===== src/rtl/island_fmt_pkg.sv =====
package island_fmt_pkg;
  localparam int unsigned NIB_W      = 4;
  localparam int unsigned WORDS_DEF  = 32;
  localparam int unsigned N_SUB_DEF  = 4;

  typedef struct packed {
    logic not_first;
    logic hdr_bit;
    logic vsync;
    logic hsync;
  } ch0_nib_t;

  function automatic ch0_nib_t make_ch0(input logic first, input logic hbit,
                                        input logic vs, input logic hs);
    ch0_nib_t n;
    n.not_first = ~first;
    n.hdr_bit   = hbit;
    n.vsync     = vs;
    n.hsync     = hs;
    return n;
  endfunction
endpackage


===== src/rtl/island_seq.sv =====
module island_seq #(
  parameter int unsigned WORDS = 32,
  localparam int unsigned IDX_W = $clog2(WORDS)
) (
  input  logic             clk,
  input  logic             rst_n,
  input  logic             load_i,
  output logic             accept_o,
  output logic             busy_o,
  output logic             first_o,
  output logic             last_o,
  output logic [IDX_W-1:0] idx_o
);
  localparam logic [IDX_W-1:0] LAST_IDX = IDX_W'(WORDS - 1);

  logic             busy_q;
  logic [IDX_W-1:0] idx_q;

  assign accept_o = load_i & ~busy_q;
  assign first_o  = busy_q & (idx_q == '0);
  assign last_o   = busy_q & (idx_q == LAST_IDX);
  assign busy_o   = busy_q;
  assign idx_o    = idx_q;

  always_ff @(posedge clk) begin
    if (!rst_n) begin
      busy_q <= 1'b0;
      idx_q  <= '0;
    end else if (accept_o) begin
      busy_q <= 1'b1;
      idx_q  <= '0;
    end else if (busy_q) begin
      if (idx_q == LAST_IDX) begin
        busy_q <= 1'b0;
        idx_q  <= '0;
      end else begin
        idx_q <= idx_q + 1'b1;
      end
    end
  end

  assert_start_R1: assert property (@(posedge clk) disable iff (!rst_n)
    (load_i && !busy_o) |=> (busy_o && idx_o == '0));
  assert_step_R1: assert property (@(posedge clk) disable iff (!rst_n)
    (busy_o && idx_o != LAST_IDX) |=> (busy_o && idx_o == $past(idx_o) + 1'b1));
  assert_end_R1: assert property (@(posedge clk) disable iff (!rst_n)
    (busy_o && idx_o == LAST_IDX) |=> !busy_o);
  assert_no_restart_R7: assert property (@(posedge clk) disable iff (!rst_n)
    (busy_o && load_i && idx_o != LAST_IDX) |=> idx_o != '0);
endmodule


===== src/rtl/island_pkt_store.sv =====
module island_pkt_store #(
  parameter int unsigned WORDS = 32,
  parameter int unsigned N_SUB = 4,
  localparam int unsigned HDR_W = WORDS,
  localparam int unsigned SUB_W = 2 * WORDS,
  localparam int unsigned ALL_W = N_SUB * SUB_W
) (
  input  logic             clk,
  input  logic             rst_n,
  input  logic             accept_i,
  input  logic             busy_i,
  input  logic [HDR_W-1:0] hdr_i,
  input  logic [ALL_W-1:0] sub_i,
  output logic [HDR_W-1:0] hdr_o,
  output logic [ALL_W-1:0] sub_o
);
  logic [HDR_W-1:0] hdr_q;
  logic [ALL_W-1:0] sub_q;

  always_ff @(posedge clk) begin
    if (!rst_n) begin
      hdr_q <= '0;
      sub_q <= '0;
    end else if (accept_i) begin
      hdr_q <= hdr_i;
      sub_q <= sub_i;
    end
  end

  assign hdr_o = hdr_q;
  assign sub_o = sub_q;

  assert_hold_hdr_R10: assert property (@(posedge clk) disable iff (!rst_n)
    (busy_i && !accept_i) |=> $stable(hdr_o));
  assert_hold_sub_R7: assert property (@(posedge clk) disable iff (!rst_n)
    (busy_i && !accept_i) |=> $stable(sub_o));
endmodule


===== src/rtl/island_lane_mux.sv =====
module island_lane_mux
  import island_fmt_pkg::*;
#(
  parameter int unsigned WORDS = 32,
  parameter int unsigned N_SUB = 4,
  localparam int unsigned IDX_W = $clog2(WORDS),
  localparam int unsigned HDR_W = WORDS,
  localparam int unsigned SUB_W = 2 * WORDS,
  localparam int unsigned ALL_W = N_SUB * SUB_W
) (
  input  logic             valid_i,
  input  logic             first_i,
  input  logic [IDX_W-1:0] idx_i,
  input  logic [HDR_W-1:0] hdr_i,
  input  logic [ALL_W-1:0] sub_i,
  input  logic             hsync_i,
  input  logic             vsync_i,
  output logic [NIB_W-1:0] ch0_o,
  output logic [N_SUB-1:0] ch1_o,
  output logic [N_SUB-1:0] ch2_o
);
  logic [N_SUB-1:0] even_bits;
  logic [N_SUB-1:0] odd_bits;
  ch0_nib_t         c0;

  for (genvar k = 0; k < N_SUB; k++) begin : g_lane
    logic [SUB_W-1:0] sp;
    assign sp           = sub_i[k*SUB_W +: SUB_W];
    assign even_bits[k] = sp[{idx_i, 1'b0}];
    assign odd_bits[k]  = sp[{idx_i, 1'b1}];
  end

  always_comb begin
    c0 = make_ch0(first_i, hdr_i[idx_i], vsync_i, hsync_i);
    if (valid_i) begin
      ch0_o = c0;
      ch1_o = even_bits;
      ch2_o = odd_bits;
    end else begin
      ch0_o = '0;
      ch1_o = '0;
      ch2_o = '0;
    end
  end
endmodule


===== src/rtl/island_nibble_fmt.sv =====
module island_nibble_fmt (
  input  logic         clk,
  input  logic         rst_n,
  input  logic         load_i,
  input  logic [31:0]  hdr_i,
  input  logic [255:0] sub_i,
  input  logic         hsync_i,
  input  logic         vsync_i,
  output logic         busy_o,
  output logic         valid_o,
  output logic [3:0]   ch0_o,
  output logic [3:0]   ch1_o,
  output logic [3:0]   ch2_o
);
  localparam int unsigned WORDS = island_fmt_pkg::WORDS_DEF;
  localparam int unsigned N_SUB = island_fmt_pkg::N_SUB_DEF;
  localparam int unsigned IDX_W = $clog2(WORDS);

  logic             accept_w;
  logic             busy_w;
  logic             first_w;
  logic             last_w;
  logic [IDX_W-1:0] idx_w;
  logic [31:0]      hdr_w;
  logic [255:0]     sub_w;

  island_seq #(.WORDS(WORDS)) u_seq (
    .clk(clk), .rst_n(rst_n), .load_i(load_i), .accept_o(accept_w),
    .busy_o(busy_w), .first_o(first_w), .last_o(last_w), .idx_o(idx_w)
  );

  island_pkt_store #(.WORDS(WORDS), .N_SUB(N_SUB)) u_store (
    .clk(clk), .rst_n(rst_n), .accept_i(accept_w), .busy_i(busy_w),
    .hdr_i(hdr_i), .sub_i(sub_i), .hdr_o(hdr_w), .sub_o(sub_w)
  );

  island_lane_mux #(.WORDS(WORDS), .N_SUB(N_SUB)) u_mux (
    .valid_i(busy_w), .first_i(first_w), .idx_i(idx_w),
    .hdr_i(hdr_w), .sub_i(sub_w), .hsync_i(hsync_i), .vsync_i(vsync_i),
    .ch0_o(ch0_o), .ch1_o(ch1_o), .ch2_o(ch2_o)
  );

  assign busy_o  = busy_w;
  assign valid_o = busy_w;

  assert_first_flag_R2: assert property (@(posedge clk) disable iff (!rst_n)
    (load_i && !busy_o) |=> (ch0_o[3] == 1'b0));
  assert_later_flag_R2: assert property (@(posedge clk) disable iff (!rst_n)
    (valid_o && !last_w) |=> (ch0_o[3] == 1'b1));
  assert_live_sync_R4: assert property (@(posedge clk) disable iff (!rst_n)
    valid_o |-> (ch0_o[1:0] == {vsync_i, hsync_i}));
  assert_idle_zero_R8: assert property (@(posedge clk) disable iff (!rst_n)
    !valid_o |-> (ch0_o == 4'd0 && ch1_o == 4'd0 && ch2_o == 4'd0));
endmodule


===== config.mk =====
export PLATFORM = sky130hd
export DESIGN_NAME = island_nibble_fmt
export DESIGN_NICKNAME = d
export VERILOG_FILES = /design/src/rtl/island_fmt_pkg.sv /design/src/rtl/island_seq.sv /design/src/rtl/island_pkt_store.sv /design/src/rtl/island_lane_mux.sv /design/src/rtl/island_nibble_fmt.sv
export SDC_FILE = /design/constraint.sdc
export NUM_CORES = 1
export LEC_CHECK = 0
export BUFFER_PORTS_ARGS = -buffer_cell sky130_fd_sc_hd__clkbuf_2
export CORE_MARGIN = 2
export CORE_UTILIZATION = 58
export DETAILED_ROUTE_END_ITERATION = 6
export PLACE_DENSITY = 0.86
export SLEW_MARGIN = 20
export SYNTH_ARGS = -nofsm -noshare
export SYNTH_HDL_FRONTEND = slang
export SYNTH_SLANG_ARGS = --single-unit

===== constraint.sdc =====
create_clock -name clk -period 3.9 [get_ports clk]
set_input_delay 0 -clock clk [delete_from_list [all_inputs] [get_ports clk]]
set_output_delay 0 -clock clk [all_outputs]
set_load 0.01 [all_outputs]

==> results of run 1 <==
==> logic make-up (layout without fill, tap and decap cells) <==
| family | count (synthesis) | after routing | share of synthesized area (%) |
|---|---|---|---|
| flops | 294 | 294 | 44.7 |
| xor+xnor | 2 | 2 | 0.133 |
| fa+ha+maj | 3 | 3 | 0.285 |
| compound gates | 355 | 355 | 20.5 |
| buf+inv | 130 | 667 | 4.68 |
| simple gates | 606 | 606 | 17.6 |
| mux | 89 | 89 | 12.2 |
| other cells | 0 | 9 | 0 |
==> through the flow <==
| step | util, % | total power, mW | std cells | area, sq um | hold WS, ps |
|---|---|---|---|---|---|
| after floorplan | - | 3.85 | 1479 | 13200 | 145 |
| after global placement | 65.5 | 4.13 | 1962 | 14700 | 235 |
| after detailed placement | 65.5 | 4.16 | 1962 | 14700 | 240 |
| after CTS | 82.5 | 7.11 | 2301 | 18500 | 166 |
| after global routing | 82.7 | 7.47 | 2309 | 18500 | 247 |
| final | 82.7 | 7.25 | 2310 | 18500 | 240 |
==> sequential cells by signal (all words and copies together), names as in the netlist <==
name,flops
u_seq.idx_o,5
u_store.hdr_o,32
u_seq.busy_o,1
u_store.sub_o,256
==> worst register-to-register path, delay by kind of cell, from the launching register on <==
family                 cells  cell delay, ps
AOI/OAI and AO/OA          1             650
buffers and inverters      2             840
DFF                        1             750
and+or+nand+nor            2             740
==> routing by layer <==
| layer | global-route usage [%] | up-vias | routed length [microns] |
|---|---|---|---|
| li1 | - | 6052 | - |
| met1 | 44.5 | 6494 | 17300 |
| met2 | 72.2 | 1011 | 24700 |
| met3 | 10.2 | 375 | 4630 |
| met4 | 30.2 | 2 | 4250 |
| met5 | 0 | - | 11 |
==> power by group through the flow <==
stage | combinational (mW) | clock [mW] | sequential (mW)
2_1_floorplan | 0.538 | 0 | 3.31
3_3_place_gp | 0.788 | 0 | 3.35
3_5_place_dp | 0.806 | 0 | 3.36
4_1_cts | 1.04 | 2.78 | 3.29
5_1_grt | 1.19 | 2.94 | 3.33
6_report | 1.12 | 2.81 | 3.32
==> area by class of cell <==
cell class	count	area share, %
Antenna cell	9	0.121
Clock buffer	44	4.76
Clock inverter	6	0.297
Inverter	5	0.101
Multi-Input combinational cell	1055	36.1
Sequential cell	294	31.8
Tap cell	285	1.92
Timing Repair Buffer	612	24.9
==> worst paths after layout <==
| kind | from | to | depth (start not counted) |
|---|---|---|---|
| max | u_seq.idx_o[1] | ch1_o[3] | 6 |
| min | sub_i[168] | u_store.sub_o[168] | 4 |
| max reg2reg | u_seq.busy_o | u_store.sub_o[13] | 5 |
| min reg2reg | u_store.sub_o[177] | u_store.sub_o[177] | 2 |
==> synthesized netlist by cell type, drive strengths merged <==
cell type | instances | share of area (%)
nand2 | 583 | 17
dfxtp | 294 | 45
a21boi | 289 | 16
clkbuf | 79 | 2.3
mux4 | 55 | 9.6
buf | 46 | 2.3
mux2i | 34 | 2.6
a21oi | 12 | 0.46
o22ai | 9 | 0.43
a2111oi | 8 | 0.80
a211oi | 8 | 0.46
a22o | 8 | 0.53
a22oi | 8 | 0.46
o221ai | 8 | 0.53
inv | 5 | 0.14
nor2b | 5 | 0.24
and2 | 4 | 0.19
nor2 | 4 | 0.11
ha | 3 | 0.28
nand3 | 2 | 0.076
nand4 | 2 | 0.095
nor3 | 2 | 0.076
o32ai | 2 | 0.13
xnor2 | 2 | 0.13
a211o | 1 | 0.066
a31oi | 1 | 0.048
and3 | 1 | 0.048
nand2b | 1 | 0.048
nand3b | 1 | 0.057
nor3b | 1 | 0.057
o2111a | 1 | 0.085
==> impl_metrics.env, run 1 <==
export IMPL_tritoncts="yes"
export IMPL_max_freq_mhz=308
export IMPL_gpl_final_weighted_congestion=0.801
export IMPL_die_h_microns=155
export IMPL_fin_tns_setup_ps=0
export IMPL_maximum_clock_skew_at_final_layout_ps=13.3
export IMPL_floorplan_initialDensity_pct=58.7
export IMPL_core_area_sq_um=22400
export IMPL_yosys_register_bits=294
export IMPL_cts_resized_gates=0
export IMPL_power_switching_fraction_pct=26.1
export IMPL_chipWidth_microns=155
export IMPL_drive_gt1_share_pct=21.4
export IMPL_cts_root_buf="sky130_fd_sc_hd__clkbuf_16"
export IMPL_cp_data_required_time_ps=3900
export IMPL_first_global_vias=14497
export IMPL_clk_transition_reported_paths_ps=70
export IMPL_irDropWorstVdd_mv=0.306
export IMPL_mostFrequentLayoutCell="sky130_fd_sc_hd__nand2_1"
export IMPL_globalRouteOverflowTotal=0
export IMPL_crit_fanout=16
export IMPL_fin_crit_ps=3250
export IMPL_critPathArrivalTime_ps=3250
export IMPL_path_delay_family="compound AO/OA/AOI/OAI gates"
export IMPL_cellLeakagePower_nw=7.46
export IMPL_share_of_the_cycle_needed_by_the_critical_path_after_routing_pct=83.3
export IMPL_grt_antenna_before_repair=8
export IMPL_p_int_mw=5.36
export IMPL_critical_path_class="flip-flop to output pin"
export IMPL_count_of_buffers_added_by_post_cts_timing_repair_for_setup=0
export IMPL_worst_pin_slew_ps=1150
export IMPL_synth_area_per_cell_sq_um=8.91
export IMPL_setup_reg_to_reg_worst_slack_ps=750
export IMPL_outcome="completed"
export IMPL_setup_violations_final=0
export IMPL_dieArea_sq_um=23900
export IMPL_end_kind="output pin"
export IMPL_total_routed_length_mm=50.9
export IMPL_cp_num_buf_inv=2
export IMPL_critPathLaunchType="flip-flop"
export IMPL_slew_limit_headroom_pct=23.4
export IMPL_track_usage_pct=41.7
export IMPL_count_of_mapped_cells_out_of_synthesis=1479
export IMPL_detail_route_wl_per_cell_microns=22.0
export IMPL_layout_nets=2293
export IMPL_hp_class="input port to flip-flop"
export IMPL_numClockSinks=294
export IMPL_flow_area_growth_from_synthesis_pct=40.8
export IMPL_vias_per_cell=6.03
export IMPL_multiInputGateArea_sq_um=6690
export IMPL_final_number_of_max_transition_violations=0
export IMPL_synth_net_count=1775
export IMPL_grt_setup_unrepaired="false"
export IMPL_pre_cts_slack_ps=1340
export IMPL_yosysWarningCount=0
export IMPL_standard_cell_row_count=55
export IMPL_final_seq_area_sq_um=5890
export IMPL_detailroute_via_count=13934
export IMPL_dp_final_hpwl_mm=23.5
export IMPL_share_clk_of_total_power_pct=38.8
export IMPL_htreeDepth=1
export IMPL_grt_pass1_wl_mm=77.5
export IMPL_grt_max_degree=197
export IMPL_part_of_the_total_power_dissipated_in_sequential_elements_pct=45.8
export IMPL_cp_cell_sequence="nor2b_2 > buf_4 > a22o_1 > a2111oi_2 > a211oi_1 > clkbuf_2"
export IMPL_power_density_nw_per_um2=391
export IMPL_final_count_of_hold_timing_violations=0
export IMPL_comb_power_share_pct=15.4
export IMPL_cell_area_after_synthesis_sq_um=13200
export IMPL_ioPinCount=307
export IMPL_cts_buffers=29
export IMPL_critPathSlowestCell="sky130_fd_sc_hd__nor2b_2"
export IMPL_final_cell_mix="582 x sky130_fd_sc_hd__nand2_1, 305 x sky130_fd_sc_hd__clkbuf_2, 291 x sky130_fd_sc_hd__dfxtp_1"
export IMPL_nFillCells=1187
export IMPL_detail_route_iter0_violations=1507
export IMPL_slowest_cell_delay_on_critical_path_ps=700
export IMPL_max_cap_violations=0
export IMPL_ctsLongestPathBuffers=3
export IMPL_post_synth_cell_types=38
export IMPL_total_iterations_of_the_first_detailed_routing_run=7
export IMPL_detail_route_antenna_nets=0
export IMPL_final_setup_worst_slack_ps=651
export IMPL_clock_insertion_delay_worst_skew_ps=550
export IMPL_remaining_drc_errors=0
export IMPL_switchingPower_mw=1.89
export IMPL_cts_hold_repair_buffers=289
export IMPL_placement_io_buffers=306
export IMPL_synth_sequential_area_ratio_pct=44.7
Note: power is estimated with default switching activity, not from simulation.
==> inputs of run 2 (changes only) <==
--- a/config.mk
+++ b/config.mk
@@ -7,9 +7,9 @@
 export LEC_CHECK = 0
 export BUFFER_PORTS_ARGS = -buffer_cell sky130_fd_sc_hd__clkbuf_2
 export CORE_MARGIN = 2
-export CORE_UTILIZATION = 58
+export CORE_UTILIZATION = 54
 export DETAILED_ROUTE_END_ITERATION = 6
-export PLACE_DENSITY = 0.86
+export PLACE_DENSITY = 0.81
 export SLEW_MARGIN = 20
 export SYNTH_ARGS = -nofsm -noshare
 export SYNTH_HDL_FRONTEND = slang
==> constraint.sdc (replaced) <==
create_clock -name clk -period 3.4 [get_ports clk]
set_input_delay 0 -clock clk [delete_from_list [all_inputs] [get_ports clk]]
set_output_delay 0 -clock clk [all_outputs]
set_load 0.01 [all_outputs]
==> run 2 against run 1 <==
Against the previous run: non-clock buffer count rose by 7; final cell count rose by 1.9%; clock skew about the same; utilization decreased by 5.2 points; global-route usage shrank 5.8 points; critical path type unchanged.
==> impl_metrics.env, run 2 (synthesis gave the netlist of run 1 again) <==
export IMPL_floorplan_initialDensity_pct=54.7
export IMPL_ioPinCount=307
export IMPL_gpl_final_weighted_congestion=0.820
export IMPL_cts_hold_repair_buffers=290
export IMPL_count_of_buffers_added_by_post_cts_timing_repair_for_setup=0
export IMPL_fin_crit_ps=3050
export IMPL_dieArea_sq_um=25700
export IMPL_fin_tns_setup_ps=0
export IMPL_total_routed_length_mm=47.4
export IMPL_final_area_sq_um=18700
export IMPL_layout_nets=2301
export IMPL_total_power_mw=8.43
export IMPL_chipWidth_microns=160
export IMPL_power_density_nw_per_um2=451
export IMPL_critPathArrivalTime_ps=3050
export IMPL_cts_buffers=30
export IMPL_hold_end="u_store.sub_o[251]"
export IMPL_min_path_cells=2
export IMPL_globalRouteOverflowTotal=0
export IMPL_worst_r2r_startpoint="u_seq.busy_o"
export IMPL_max_cap_violations=0
export IMPL_pre_cts_slack_ps=877
export IMPL_tritoncts="yes"
export IMPL_critical_path_reg2reg_endpoint="u_store.sub_o[151]"
export IMPL_critPathLaunchType="flip-flop"
export IMPL_worst_hold_startpoint="rst_n"
export IMPL_die_h_microns=160
export IMPL_worst_pin_slew_ps=1110
export IMPL_layout_cells_non_filler=2354
export IMPL_critical_path_class="flip-flop to output pin"
export IMPL_total_iterations_of_the_first_detailed_routing_run=6
export IMPL_clock_insertion_delay_worst_skew_ps=550
export IMPL_dp_final_hpwl_mm=24.9
export IMPL_largest_register_ff_count=256
export IMPL_placement_io_buffers=306
export IMPL_grt_max_degree=168
export IMPL_detailed_place_area_sq_um=14800
export IMPL_ctsLongestPathBuffers=3
export IMPL_grt_antenna_before_repair=2
export IMPL_numClockSinks=294
export IMPL_cts_root_buf="sky130_fd_sc_hd__clkbuf_16"
export IMPL_mostFrequentLayoutCell="sky130_fd_sc_hd__nand2_1"
export IMPL_final_cell_mix="582 x sky130_fd_sc_hd__nand2_1, 305 x sky130_fd_sc_hd__clkbuf_2, 291 x sky130_fd_sc_hd__dfxtp_1"
export IMPL_cts_resized_gates=0
export IMPL_setup_reg_to_reg_worst_slack_ps=1380
export IMPL_drive_gt1_share_pct=21.8
export IMPL_max_freq_mhz=328
export IMPL_clk_transition_reported_paths_ps=60
export IMPL_maximum_clock_skew_at_final_layout_ps=12.9
export IMPL_share_of_the_cycle_needed_by_the_critical_path_after_routing_pct=89.6
export IMPL_setup_violations_final=0
export IMPL_flow_area_growth_from_synthesis_pct=41.8
export IMPL_hp_class="input port to flip-flop"
export IMPL_nFillCells=1478
export IMPL_outcome="completed"
export IMPL_slew_limit_headroom_pct=25.7
export IMPL_vias_per_cell=5.74
export IMPL_detail_route_antenna_nets=0
export IMPL_remaining_drc_errors=0
export IMPL_htreeDepth=1
export IMPL_r2r_worst_path_cells=5
export IMPL_detail_route_iter0_violations=1409
export IMPL_placed_cells_incl_taps=2007
export IMPL_irDropWorstVdd_mv=0.339
export IMPL_standard_cell_row_count=57
export IMPL_final_count_of_hold_timing_violations=0
export IMPL_grt_setup_unrepaired="false"
export IMPL_crit_fanout=34
export IMPL_track_usage_pct=35.9
export IMPL_first_global_vias=13776
export IMPL_cp_data_required_time_ps=3400
export IMPL_core_area_sq_um=24100
export IMPL_end_kind="output pin"
export IMPL_detailroute_via_count=13506
export IMPL_final_number_of_max_transition_violations=0
export IMPL_final_setup_worst_slack_ps=352
export IMPL_critical_path_startpoint="u_seq.idx_o[0]"
export IMPL_grt_pass1_wl_mm=73.1
export IMPL_cellLeakagePower_nw=7.52
export IMPL_detail_route_wl_per_cell_microns=20.1
==> run 2: cell types whose count changed in the layout (fill, tap and decap cells not counted), moves of 2 or more <==
cell                         change
sky130_fd_sc_hd__diode_2         -7
sky130_fd_sc_hd__clkinvlp_4      +3
sky130_fd_sc_hd__buf_12          -2
sky130_fd_sc_hd__clkbuf_16       +2
sky130_fd_sc_hd__clkbuf_8        -4
sky130_fd_sc_hd__clkinv_4        +2
sky130_fd_sc_hd__buf_4           +9
==> run 2: routing by layer <==
metal  part of all wire [%]  up-vias  wire [microns]  GRT usage (%)
met5                      0        -               0              0
met2                     49      889           23100           62.3
met4                    6.3        0            2980           20.3
met3                    8.2      267            3870           7.38
met1                     37     6294           17400           41.5
li1                       -     6056               -              -
==> run 2: worst max path at each step <==
stage                           to  slack (ps)
after global routing      ch0_o[2]         160
final                     ch1_o[3]         350
after floorplan           ch0_o[2]        1640
after CTS                 ch1_o[3]         290
after global placement    ch1_o[3]         980
after detailed placement  ch1_o[3]         880
==> run 2: critical path, stage by stage (launching register included) <==
cell	delay (ps)
sky130_fd_sc_hd__dfxtp_4	740
sky130_fd_sc_hd__buf_4	310
sky130_fd_sc_hd__buf_4	320
sky130_fd_sc_hd__mux4_1	610
sky130_fd_sc_hd__a22oi_1	230
sky130_fd_sc_hd__a211oi_1	130
sky130_fd_sc_hd__clkbuf_2	160
==> run 2: stage by stage <==
step | hold slack (ps) | utilization [%]
after floorplan | 145 | -
after global placement | 235 | 61.2
after detailed placement | 240 | 61.2
after CTS | 112 | 77.5
after global routing | 158 | 77.5
final | 87.7 | 77.5
==> run 2: area by class of cell <==
type	instances	area (sq um)	share of cell area, %
antenna	2	5.00	0.0268
clock buffer	42	887	4.75
clock inverter	13	130	0.696
inverter	5	18.8	0.100
multi-input combinational	1055	6690	35.8
sequential	294	5890	31.5
tap	324	405	2.17
timing repair buffer	619	4650	24.9
==> run 2: power by group <==
part	internal [mW]	switching (mW)	total, mW
registers	3.66	0.151	3.81
logic	0.646	0.606	1.25
clock network	1.97	1.40	3.37
==> inputs of run 3 (changes only) <==
--- a/config.mk
+++ b/config.mk
@@ -7,9 +7,9 @@
 export LEC_CHECK = 0
 export BUFFER_PORTS_ARGS = -buffer_cell sky130_fd_sc_hd__clkbuf_2
 export CORE_MARGIN = 2
-export CORE_UTILIZATION = 54
+export CORE_UTILIZATION = 43
 export DETAILED_ROUTE_END_ITERATION = 6
-export PLACE_DENSITY = 0.81
+export PLACE_DENSITY = 0.67
 export SLEW_MARGIN = 20
 export SYNTH_ARGS = -nofsm -noshare
 export SYNTH_HDL_FRONTEND = slang
==> run 3 against run 2 <==
Against the previous run: die area increased by 25%; sequential power about the same; fmax decreased by 3.5%; sequential share of layout area decreased by 0.44 points; clock power increased by 7.1%; non-clock buffer count increased by 1; highest routed layer unchanged.
==> impl_metrics.env, run 3 (synthesis gave the netlist of run 1 again) <==
export IMPL_max_freq_mhz=316
export IMPL_drive_gt1_share_pct=21.9
export IMPL_slowest_cell_delay_on_critical_path_ps=880
export IMPL_final_number_of_max_transition_violations=0
export IMPL_slew_limit_headroom_pct=36.3
export IMPL_critical_path_reg2reg_endpoint="u_store.sub_o[28]"
export IMPL_post_route_util_pct=62.4
export IMPL_final_area_sq_um=18900
export IMPL_critPathLaunchType="flip-flop"
export IMPL_clk_transition_reported_paths_ps=60
export IMPL_dp_final_hpwl_mm=25.8
export IMPL_ioPinCount=307
export IMPL_maximum_clock_skew_at_final_layout_ps=9.48
export IMPL_power_density_nw_per_um2=455
export IMPL_detailed_place_area_sq_um=14900
export IMPL_nFillCells=2430
export IMPL_detail_route_antenna_nets=0
export IMPL_tritoncts="yes"
export IMPL_grt_max_degree=116
export IMPL_cp_cell_sequence="nand3b_1 > buf_4 > o221ai_1 > a21oi_1 > a211oi_1 > clkbuf_2"
export IMPL_cts_root_buf="sky130_fd_sc_hd__clkbuf_16"
export IMPL_placement_io_buffers=306
export IMPL_final_count_of_hold_timing_violations=0
export IMPL_standard_cell_row_count=64
export IMPL_core_area_sq_um=30300
export IMPL_irDropWorstVdd_mv=0.324
export IMPL_cts_resized_gates=0
export IMPL_mostFrequentLayoutCell="sky130_fd_sc_hd__nand2_1"
export IMPL_total_routed_length_mm=42.5
export IMPL_clock_insertion_delay_worst_skew_ps=490
export IMPL_multiInputGateArea_sq_um=6700
export IMPL_crit_fanout=29
export IMPL_critPathArrivalTime_ps=3160
export IMPL_cp_data_required_time_ps=3400
export IMPL_share_of_the_cycle_needed_by_the_critical_path_after_routing_pct=92.9
export IMPL_hold_slack_ps=55.2
export IMPL_worst_pin_slew_ps=954
export IMPL_numClockSinks=294
export IMPL_remaining_drc_errors=0
export IMPL_die_h_microns=179
export IMPL_grt_antenna_before_repair=0
export IMPL_critical_path_startpoint="u_seq.idx_o[2]"
export IMPL_detailroute_via_count=12602
export IMPL_largest_register_ff_count=256
export IMPL_critical_path_class="flip-flop to output pin"
export IMPL_grt_pass1_wl_mm=65.5
export IMPL_grt_setup_unrepaired="false"
export IMPL_final_cell_mix="582 x sky130_fd_sc_hd__nand2_1, 305 x sky130_fd_sc_hd__clkbuf_2, 291 x sky130_fd_sc_hd__dfxtp_1"
export IMPL_cellLeakagePower_nw=7.60
export IMPL_max_cap_violations=0
export IMPL_gpl_final_weighted_congestion=0.816
export IMPL_end_kind="output pin"
export IMPL_layout_nets=2306
export IMPL_setup_violations_final=0
export IMPL_fin_tns_setup_ps=0
export IMPL_detail_route_iter0_violations=857
export IMPL_vias_per_cell=5.19
export IMPL_ctsLongestPathBuffers=3
export IMPL_setup_reg_to_reg_worst_slack_ps=810
export IMPL_critical_path_endpoint="ch0_o[2]"
export IMPL_r2r_worst_path_cells=5
export IMPL_globalRouteOverflowTotal=0
export IMPL_htreeDepth=2
export IMPL_detail_route_wl_per_cell_microns=17.5
export IMPL_total_iterations_of_the_first_detailed_routing_run=5
export IMPL_pre_cts_slack_ps=770
export IMPL_track_usage_pct=26.1
export IMPL_first_global_vias=12738
export IMPL_hp_class="input port to flip-flop"
export IMPL_fin_crit_ps=3160
export IMPL_cts_buffers=34
export IMPL_dieArea_sq_um=32100
export IMPL_final_setup_worst_slack_ps=240
export IMPL_critPathSlowestCell="sky130_fd_sc_hd__dfxtp_2"
export IMPL_outcome="completed"
export IMPL_final_seq_area_sq_um=5890
export IMPL_chipWidth_microns=179
export IMPL_worst_r2r_startpoint="u_seq.busy_o"
export IMPL_floorplan_initialDensity_pct=43.4
export IMPL_flow_area_growth_from_synthesis_pct=43.8
==> run 3: cell types whose count changed in the layout (fill, tap and decap cells not counted) <==
cell	before	now
sky130_fd_sc_hd__clkbuf_16	31	37
sky130_fd_sc_hd__buf_12	3	8
sky130_fd_sc_hd__buf_4	20	17
sky130_fd_sc_hd__clkinvlp_4	3	0
sky130_fd_sc_hd__clkbuf_1	4	6
sky130_fd_sc_hd__bufinv_16	2	1
sky130_fd_sc_hd__clkbuf_8	7	8
sky130_fd_sc_hd__clkinv_2	6	5
sky130_fd_sc_hd__clkinv_4	2	1
sky130_fd_sc_hd__diode_2	2	1
sky130_fd_sc_hd__dlygate4sd3_1	290	289
sky130_fd_sc_hd__nor2_2	2	1
sky130_fd_sc_hd__nor2_4	0	1
==> run 3: cell type report <==
cell class	instances	area share, %
Timing Repair Buffer	620	24.9
Antenna cell	1	0.0132
Tap cell	396	2.61
Clock inverter	7	0.337
Sequential cell	294	31.1
Inverter	5	0.0990
Clock buffer	51	5.59
Multi-Input combinational cell	1055	35.4
==> run 3: worst min-delay path by stage <==
stage                from            endpoint  slack, ps  depth (start not counted)
2_1_floorplan  sub_i[223]  u_store.sub_o[223]        140                          2
3_3_place_gp   sub_i[120]  u_store.sub_o[120]        230                          3
3_5_place_dp    sub_i[28]   u_store.sub_o[28]        240                          3
4_1_cts             rst_n   u_store.sub_o[13]         50                          2
5_1_grt             rst_n  u_store.sub_o[237]         70                          2
6_report            rst_n  u_store.sub_o[237]         60                          2
==> run 3: layer usage <==
metal  part of all wire [%]  vias up  track usage, %
li1                       -     6073               -
met1                     41     5929            32.1
met2                     49      482            45.0
met3                    6.3      118            4.81
met4                    3.8        0            10.8
met5                      0        -               0
==> run 3: report_power, final <==
group | switching (mW) | internal (mW)
clock | 1.39 | 2.22
sequential | 0.124 | 3.66
combinational | 0.584 | 0.657
total | 2.10 | 6.53
==> run 3: what timing repair did <==
item	in CTS	in global routing
buffers inserted	0	0
hold buffers	289	0
hold endpoints to repair	292	0
==> run 3: critical path, delay by kind of cell, from the launching register on <==
family                 cells  cell delay, ps
DFF                        1             880
AOI/OAI and AO/OA          3             680
buffers and inverters      2             580
and+or+nand+nor            1             520
==> run 3: through the flow <==
stage | power, mW | instances
after floorplan | 4.42 | 1479
after global placement | 4.79 | 2081
after detailed placement | 4.81 | 2081
after CTS | 8.67 | 2428
after global routing | 8.98 | 2428
final | 8.63 | 2429
